==> src/rtl/vcsr_pkg.sv <==
`timescale 1ns/1ps
package vcsr_pkg;
    localparam int CSR_W  = 32;
    localparam int FLAG_W = 6;
    localparam int DAZ_BIT = 6;

    localparam logic [CSR_W-1:0] CSR_COLD_VALUE = 32'h0000_1F80;
    localparam logic [CSR_W-1:0] MASK_NO_DAZ    = 32'h0000_FFBF;

    localparam int SNAP_CSR_BYTE  = 24;
    localparam int SNAP_MASK_BYTE = 28;

    typedef struct packed {
        logic [15:0]       rsvd;
        logic              ftz;
        logic [1:0]        rnd;
        logic [5:0]        xmask;
        logic              daz;
        logic [FLAG_W-1:0] xflag;
    } csr_t;

    function automatic logic [CSR_W-1:0] writable_mask(input bit daz_en);
        logic [CSR_W-1:0] m;
        m = MASK_NO_DAZ;
        if (daz_en) m[DAZ_BIT] = 1'b1;
        return m;
    endfunction

    function automatic logic has_reserved(input logic [CSR_W-1:0] val,
                                          input logic [CSR_W-1:0] mask);
        return |(val & ~mask);
    endfunction
endpackage

==> src/rtl/vcsr_write_check.sv <==
`timescale 1ns/1ps
module vcsr_write_check
    import vcsr_pkg::*;
#(
    parameter bit DAZ_EN = 1'b0
) (
    input  logic             wr_en,
    input  logic             init_req,
    input  logic [CSR_W-1:0] wr_data,
    output logic [CSR_W-1:0] cap_mask,
    output logic             wr_ok,
    output logic             fault
);
    localparam logic [CSR_W-1:0] MASK = writable_mask(DAZ_EN);

    logic live_wr;
    logic bad_bits;

    assign cap_mask = MASK;
    assign live_wr  = wr_en & ~init_req;
    assign bad_bits = has_reserved(wr_data, MASK);
    assign wr_ok    = live_wr & ~bad_bits;
    assign fault    = live_wr &  bad_bits;
endmodule

==> src/rtl/vcsr_state.sv <==
`timescale 1ns/1ps
module vcsr_state
    import vcsr_pkg::*;
(
    input  logic              clk,
    input  logic              rst,
    input  logic              init_req,
    input  logic              wr_ok,
    input  logic [CSR_W-1:0]  wr_data,
    input  logic [FLAG_W-1:0] flag_set,
    output csr_t              state
);
    csr_t loaded;

    always_comb begin
        loaded       = csr_t'(wr_data);
        loaded.xflag = loaded.xflag | flag_set;
    end

    always_ff @(posedge clk) begin
        if (rst) begin
            state <= csr_t'(CSR_COLD_VALUE);
        end else if (!init_req) begin
            if (wr_ok) state <= loaded;
            else       state.xflag <= state.xflag | flag_set;
        end
    end
endmodule

==> src/rtl/vcsr_snapshot.sv <==
`timescale 1ns/1ps
module vcsr_snapshot
    import vcsr_pkg::*;
#(
    parameter int SNAP_BYTES = 512
) (
    input  logic [$clog2(SNAP_BYTES/4)-1:0] snap_idx,
    input  csr_t                            csr,
    input  logic [CSR_W-1:0]                mask,
    output logic [CSR_W-1:0]                snap_data
);
    localparam int IDX_W = $clog2(SNAP_BYTES/4);
    localparam logic [IDX_W-1:0] CSR_WORD  = IDX_W'(SNAP_CSR_BYTE / 4);
    localparam logic [IDX_W-1:0] MASK_WORD = IDX_W'(SNAP_MASK_BYTE / 4);

    always_comb begin
        snap_data = '0;
        if (snap_idx == CSR_WORD)  snap_data = csr;
        if (snap_idx == MASK_WORD) snap_data = mask;
    end
endmodule

==> src/rtl/vcsr_unit.sv <==
`timescale 1ns/1ps
module vcsr_unit
    import vcsr_pkg::*;
#(
    parameter bit DAZ_EN     = 1'b0,
    parameter int SNAP_BYTES = 512
) (
    input  logic                            clk,
    input  logic                            rst,
    input  logic                            init_req,
    input  logic                            wr_en,
    input  logic [31:0]                     wr_data,
    input  logic [5:0]                      flag_set,
    output logic [31:0]                     rd_data,
    output logic [31:0]                     cap_mask,
    output logic                            fault,
    input  logic [$clog2(SNAP_BYTES/4)-1:0] snap_idx,
    output logic [31:0]                     snap_data
);
    csr_t state;
    logic wr_ok;

    vcsr_write_check #(.DAZ_EN(DAZ_EN)) u_check (
        .wr_en    (wr_en),
        .init_req (init_req),
        .wr_data  (wr_data),
        .cap_mask (cap_mask),
        .wr_ok    (wr_ok),
        .fault    (fault)
    );

    vcsr_state u_state (
        .clk      (clk),
        .rst      (rst),
        .init_req (init_req),
        .wr_ok    (wr_ok),
        .wr_data  (wr_data),
        .flag_set (flag_set),
        .state    (state)
    );

    vcsr_snapshot #(.SNAP_BYTES(SNAP_BYTES)) u_snap (
        .snap_idx  (snap_idx),
        .csr       (state),
        .mask      (cap_mask),
        .snap_data (snap_data)
    );

    assign rd_data = state;
endmodule

==> config.mk <==
export PLATFORM = sky130hd
export DESIGN_NAME = vcsr_unit
export DESIGN_NICKNAME = d
export VERILOG_FILES = /design/src/rtl/vcsr_pkg.sv /design/src/rtl/vcsr_write_check.sv /design/src/rtl/vcsr_state.sv /design/src/rtl/vcsr_snapshot.sv /design/src/rtl/vcsr_unit.sv
export SDC_FILE = /design/constraint.sdc
export NUM_CORES = 1
export LEC_CHECK = 0
export ABC_AREA = 1
export ABC_CLOCK_PERIOD_IN_PS = 1100
export CAP_MARGIN = 30
export CORE_MARGIN = 1.5
export CORE_UTILIZATION = 32
export DETAILED_ROUTE_END_ITERATION = 8
export PLACE_DENSITY = 0.81
export SLEW_MARGIN = 20
export SYNTH_ARGS = -nofsm -noshare
export SYNTH_HDL_FRONTEND = slang
export SYNTH_SLANG_ARGS = --single-unit
==> constraint.sdc <==
create_clock -name clk -period 1.1 [get_ports clk]
set_input_delay 0.11 -clock clk [delete_from_list [all_inputs] [get_ports clk]]
set_output_delay 0.11 -clock clk [all_outputs]
set_load 0.1 [all_outputs]
# Word-level counts from Yosys, hierarchy flattened
# Index checks and enable logic that the tools add are counted.
# word_totals
inputBits,49
ff_bits,32
out_inout_bits,97
# op_classes
reduce_logical,2
eq_ne,2
muxes,3
n_bitwise,7
# op_table
op,n
2-to-1 mux 32 bit,2
OR reduction 17 bit,1
"equality test 7 x 3 -> 1 bit, second input constant",2
bitwise OR 6 bit,2
2-to-1 mux 6 bit,1
bitwise AND 1 bit,3
inverter 1 bit,2
AND reduction 2 bit,1

# Longest topological paths before layout
# Gate-level depths: netlist (run 1).
# depth
word_depth,4
mapped_depth,10
ltp_nobuf,9

# Modules after synthesis
# Synthesis (run 1) repeated with hierarchy kept, for this count alone.
# unflattened
cells_unflattened,337
area_unflattened_um2,2179.6
# modules_own_cells
mod,area_per_inst_um2,cells_per_inst,seq_area_each_um2,n_inst
vcsr_state,1221.2,164,640.6,1
vcsr_snapshot,630.6,119,0.0,1
vcsr_write_check,327.8,54,0.0,1

# Least setup slack after synthesis (run 1)
# Ideal clock, no wire load.
# synth_path
kind,register to output
start,"register, netlist name u_state.state[31]"
end,output snap_data[31]
stages_incl_launch_ff,2
arrival_time_ps,3253
path_buffers,0
setup_slack_ps,-2263
t_required_ps,990
cell_sequence,dfxtp_1 -> nor3b_1
# synth_between
elab_chain_cells,2
# synth_lines
element,line_no,text
2-to-1 mux 32 bit,vcsr_snapshot.sv:18,if (snap_idx == CSR_WORD) snap_data = csr;
2-to-1 mux 32 bit,vcsr_snapshot.sv:19,if (snap_idx == MASK_WORD) snap_data = mask;
end: declaration,vcsr_unit.sv:18,output logic [31:0] snap_data
# No other way between the ends.

# Worst setup path after layout (run 1)
# layout_path
start,input snap_idx[0]
end,output snap_data[27]
# layout_between
elab_chain_cells,3
# layout_lines
element,line_no,text
start: declaration,vcsr_unit.sv:17,"input logic [$clog2(SNAP_BYTES/4)-1:0] snap_idx,"
equality test 7 x 3 -> 1 bit,vcsr_snapshot.sv:18,
2-to-1 mux 32 bit,vcsr_snapshot.sv:18,
2-to-1 mux 32 bit (*),vcsr_snapshot.sv:19,
# Mark *: on every way between the ends. The rest lies on a longest branch, timed or not.

==> results.toml, run 1 <==
[status]
status = "complete, but fails checks"
violations = "negative setup slack"

[worst_setup_path]
worstPathCellList = "clkdlybuf4s15_1 > inv_1 > nand4_1 > buf_6 > buf_12 > nor3_4 > buf_12"
crit_path_frequent_cell = "buf_12"
slowest_delay_ns = 0.22
crit_buf_inv = 5
cp_max_fo = 8
path_class = "input port to output port"
regToRegSetupSlack_ns = 0.32
critical_path_arrival_ns = 1.33
crit_path_start_kind = "input port"
crit_required_ns = 0.99
cp-end-kind = "output port"
crit_path_top_delay_cell = "nor3_4"
crit_family = "buffers and inverters"

[finish]
final_cell_count_no_fill = 448
fin_area_um2 = 4260
nNetsFinal = 426
layout_commonest_cell = "buf_12"
largest_reg_flops = 32
diodes = 0
reg_top3 = "u_state.state (32)"
drive_gt1_share_pct = 53.7
final_cell_mix = "buf_12, inv_1, conb_1"
top_register = "u_state.state"
area_delta_synth_final_pct = 152

[yosys]
avgSynthCellArea_um2 = 6.92
synth.distinct_cells = 21
synth_area_leaders = "dfxtp_1, buf_4, inv_1"
synth_seq_cells = 32
netlist.area_leader.share_pct = 38.0
yosysSeqAreaShare_pct = 38.0
yosysWarnings = 0
syn_area_um2 = 1690
syn_inst = 244
synth_top_area_cell = "dfxtp_1"

[die]
die_height_um = 75.6
core_um2 = 5110
start_util_pct = 33.0
ios = 146
die-area_um2 = 5720
die_w_um = 75.6
rows = 26

[global_routing]
grt_util_all_layers_pct = 23.0
overflow = 0
grt_pass1_wl_um = 9650
grt_max_degree = 25
grt_pass1_vias = 2009
antenna_found_initial = 0

[hold_path]
holdCritPathClass = "input port to flip-flop"

[sta]
postLayoutSetupSlackWorst_ns = -0.344
slew_viol_final = 0
max_freq_ghz = 0.693
fin_worst_skew_ns = 0
setup_tns_ns = -8.27
finalHoldViolCount = 0
fin_crit_sh_pct = 131
post-route-min-period_ns = 1.44
whs_ns = 0.394
rsz0062_at_grt = "true"
setup_viol = 32

[clocking]
clk_root_buffer_cell = "clkbuf_8"
cts.clk_slew.worst_paths_ns = 0.07
tritoncts = "built"
cts_sinks = 32
clock_latency_ns = 0.29
cts_buffer_depth = 2
cts_inserted_buffers = 5
cts_max_level = 2

[drt]
avgRoutedWirePerCell_um = 16.0
drc_errors = 0
viasPerCell = 4.51
drt.antenna.violating_nets = 0
num_vias = 2020
drt-initial-drc-count = 46
first_pass_iters = 4
routed_wirelength_um = 7180

[power_and_ir_drop]
power.density_nw_per_um2 = 770
vdd_ir_drop_max_mv = 0.760
power.leakage_uw = 0.00178

[place]
io_buffers = 113
placed_area_um2 = 3960
globalplace.congestion = 0.695
dpl.hpwl_um = 4790
placed_cells = 428

[job]
maxCapViolations = 0
[metal layers]
layer	track usage [%]	routed length, um	share of wire, %	vias to the layer above
met3	4.89	410	5.7	15
met2	46.8	4200	59	97
met5	0	0	0	-
li1	-	-	-	956
met4	8.33	176	2.5	0
met1	22.2	2390	33	952
[tightest hold or removal path: cells and delay by family]
family	cells	cell delay, ns
compound gates	1	0.07
simple gates	1	0.06
buf+inv	1	0.40
[cell usage after synthesis]
master / instances
o211ai_1: 6
clkbuf_1: 4
inv_1: 44
nand3_1: 6
clkinv_2: 1
nor3_1: 23
a21oi_1: 4
conb_1: 2
a21boi_0: 1
buf_2: 7
nand3_2: 1
o21ai_0: 19
nor2_1: 22
nor2_2: 2
and3_1: 1
buf_6: 1
nor3b_1: 1
dfxtp_1: 32
nand4_1: 2
buf_4: 32
nand2_1: 33
[report_power, final]
group	switching [uW]	internal, uW	leakage, uW
sequential	22.1	1160	0.000270
combinational	785	264	0.00146
clock	469	578	0.0000523
total	1280	2000	0.00178
[final timing paths]
kind,startpoint,end,cells past startpoint
worst max-delay path,snap_idx[0],snap_data[27],7
worst min register to register,u_state.state[3],u_state.state[3],2
worst max register to register,u_state.state[27],u_state.state[27],2
worst min-delay path,wr_data[8],u_state.state[8],3
[area by class of cell]
type	count	area (um2)
fill	277	847
multi-input combinational	153	1090
clock inverter	2	12.5
clock buffer	6	93.8
timing repair buffer	140	2100
tap	70	87.6
inverter	45	176
sequential	32	696
[cells by family (layout without fill, tap and decap cells)]
logic type,Yosys count,count (layout),share of synthesized area (%)
AND/OR/NAND/NOR,91,91,23.7
buffers and inverters,89,193,27.9
flip-flops,32,32,38.0
AO/OA/AOI/OAI,30,30,9.93
other,2,32,0.445
[timing repair]
| item | CTS | global route |
|---|---|---|
| buffers inserted | 10 | 1 |
| endpoints found under the setup margin | 61 | 63 |
| resized for setup | 65 | 47 |
| hold buffers | 0 | 0 |
| cloned | 1 | 3 |
| pin swaps | 22 | 22 |
[metrics by stage]
stage	setup WS (ns)	util (%)	total power (uW)
final	-0.344	83.4	3280
after global routing	-0.397	83.4	3380
after CTS	-0.317	82.0	3290
after detailed placement	-0.707	77.5	2250
after global placement	-0.614	77.5	2240
after floorplan	-0.720	-	2020
(Power assumes the default switching activity.)
==> inputs of run 2 (changes only) <==
Settings changed: CORE_ASPECT_RATIO set to 1.75.
==> run 2 against run 1 <==
The flow finishes with violations (design-rule violations, negative setup slack). Via count decreased by 1.1%. Final cell count is 2.9% lower. Critical path depth is the same. First-iteration DRC count shrank 35%. Register-to-register slack hardly changed. Power down 4.0%. Sequential cell count unchanged. Clock power shrank 11%. Critical path type unchanged.
==> results.toml, run 2 (synthesis results as in run 1) <==
[status]
status = "complete, but fails checks"
violations = "design-rule violations, negative setup slack"

[worst_setup_path]
crit_required_ns = 0.99
critical_path_arrival_ns = 1.30
cp_max_fo = 5
cp-end-kind = "output port"
crit_path_start_kind = "input port"
path_class = "input port to output port"

[drt]
avgRoutedWirePerCell_um = 14.6
viasPerCell = 4.59
first_pass_iters = 8
routed_wirelength_um = 6340
drc_errors = 6
num_vias = 1997
drt.antenna.violating_nets = 0
drt-initial-drc-count = 30

[finish]
drive_gt1_share_pct = 53.8
fill_cells = 278
fin_area_um2 = 4190
final_cell_mix = "buf_12, inv_1, conb_1"
top_register = "u_state.state"
nNetsFinal = 429
area_delta_synth_final_pct = 148
reg_top3 = "u_state.state (32)"
diodes = 0
layout_commonest_cell = "buf_12"
largest_reg_flops = 32

[clocking]
cts_max_level = 2
hold_buffers = 0
clock_latency_ns = 0.28
clk_root_buffer_cell = "clkbuf_8"
cts_buffer_depth = 2
tritoncts = "built"
cts_sinks = 32
cts_inserted_buffers = 5
cts.clk_slew.worst_paths_ns = 0.06

[place]
globalplace.congestion = 0.750
io_buffers = 113
dpl.hpwl_um = 4890
placed_area_um2 = 3940

[global_routing]
overflow = 0
antenna_found_initial = 0
grt_pass1_wl_um = 9650
grt_util_all_layers_pct = 22.1
grt_max_degree = 18
grt_pass1_vias = 2002

[power_and_ir_drop]
power.leakage_uw = 0.00178
internal-power_uw = 1930
vdd_ir_drop_max_mv = 0.875
power.share.combinational_pct = 32.8
p_seq_share_pct = 37.5
power.density_nw_per_um2 = 752
switchingPower_uw = 1220
p_clk_share_pct = 29.6
swShare_pct = 38.8
finalPower_uw = 3150

[die]
die-area_um2 = 5740
ios = 146
die_height_um = 99.1
start_util_pct = 33.6
die_w_um = 57.9
core_um2 = 5020
rows = 34

[sta]
post-route-min-period_ns = 1.41
setup_tns_ns = -7.11
setup_viol = 32
postLayoutSetupSlackWorst_ns = -0.311
slew_viol_final = 0
fin_worst_skew_ns = 0
max_freq_ghz = 0.709
fin_crit_sh_pct = 128
rsz0062_at_grt = "true"
finalHoldViolCount = 0

[job]
maxCapViolations = 0

[hold_path]
holdCritPathClass = "input port to flip-flop"
[run 2: area by class of cell]
| cell class | instances | area [um2] | area share [%] |
|---|---|---|---|
| Sequential cell | 32 | 696 | 16.6 |
| Multi-Input combinational cell | 153 | 1090 | 26.0 |
| Inverter | 45 | 171 | 4.09 |
| Timing Repair Buffer | 143 | 2070 | 49.5 |
| Clock buffer | 8 | 90.1 | 2.15 |
| Tap cell | 54 | 67.6 | 1.61 |
[run 2: path summary, 6_finish.rpt]
path / startpoint / endpoint / slack (ns) / depth (start not counted)
worst min-delay path: init_req / u_state.state[3] / 0.33 / 4
worst max register to register: u_state.state[16] / u_state.state[16] / 0.31 / 2
worst min register to register: u_state.state[31] / u_state.state[31] / 0.49 / 2
worst max-delay path: snap_idx[5] / snap_data[31] / -0.31 / 7
[run 2: worst max-delay path, stage by stage]
cell,delay [ns]
buf_6,0.09
nor3_4,0.18
nand4_1,0.14
buf_6,0.19
buf_12,0.15
nor3b_4,0.22
buf_12,0.20
[run 2: power by group through the flow]
stage	combinational, uW	clock (uW)	sequential (uW)
global route	1070	997	1180
finish	1030	934	1180
CTS	1030	952	1180
global placement	1030	0	1210
detailed placement	1040	0	1210
floorplan	715	0	1310
[run 2: layer usage]
| layer | global-route usage [%] | share of wire, % | vias up |
|---|---|---|---|
| met1 | 19.8 | 29 | 912 |
| met3 | 4.20 | 6.8 | 11 |
| met4 | 10.0 | 3.0 | 0 |
| li1 | - | - | 956 |
| met5 | 0 | 0 | - |
| met2 | 44.5 | 61 | 118 |
[run 2: timing repair]
| action | 4_1_cts | 5_1_grt |
|---|---|---|
| endpoints found under the setup margin | 65 | 41 |
| pin swaps | 25 | 23 |
| setup buffers | 3 | 7 |
| gates cloned | 2 | 1 |
| resized for setup | 74 | 34 |
[run 2: through the flow]
step                cells  util (%)  hold slack, ns  setup WS [ns]
global route          435      83.4           0.366         -0.373
CTS                   427      81.5           0.390         -0.271
floorplan             274         -           0.240         -0.720
finish                435      83.4           0.331         -0.311
global placement      414      78.5           0.475         -0.666
detailed placement    414      78.5           0.483         -0.781
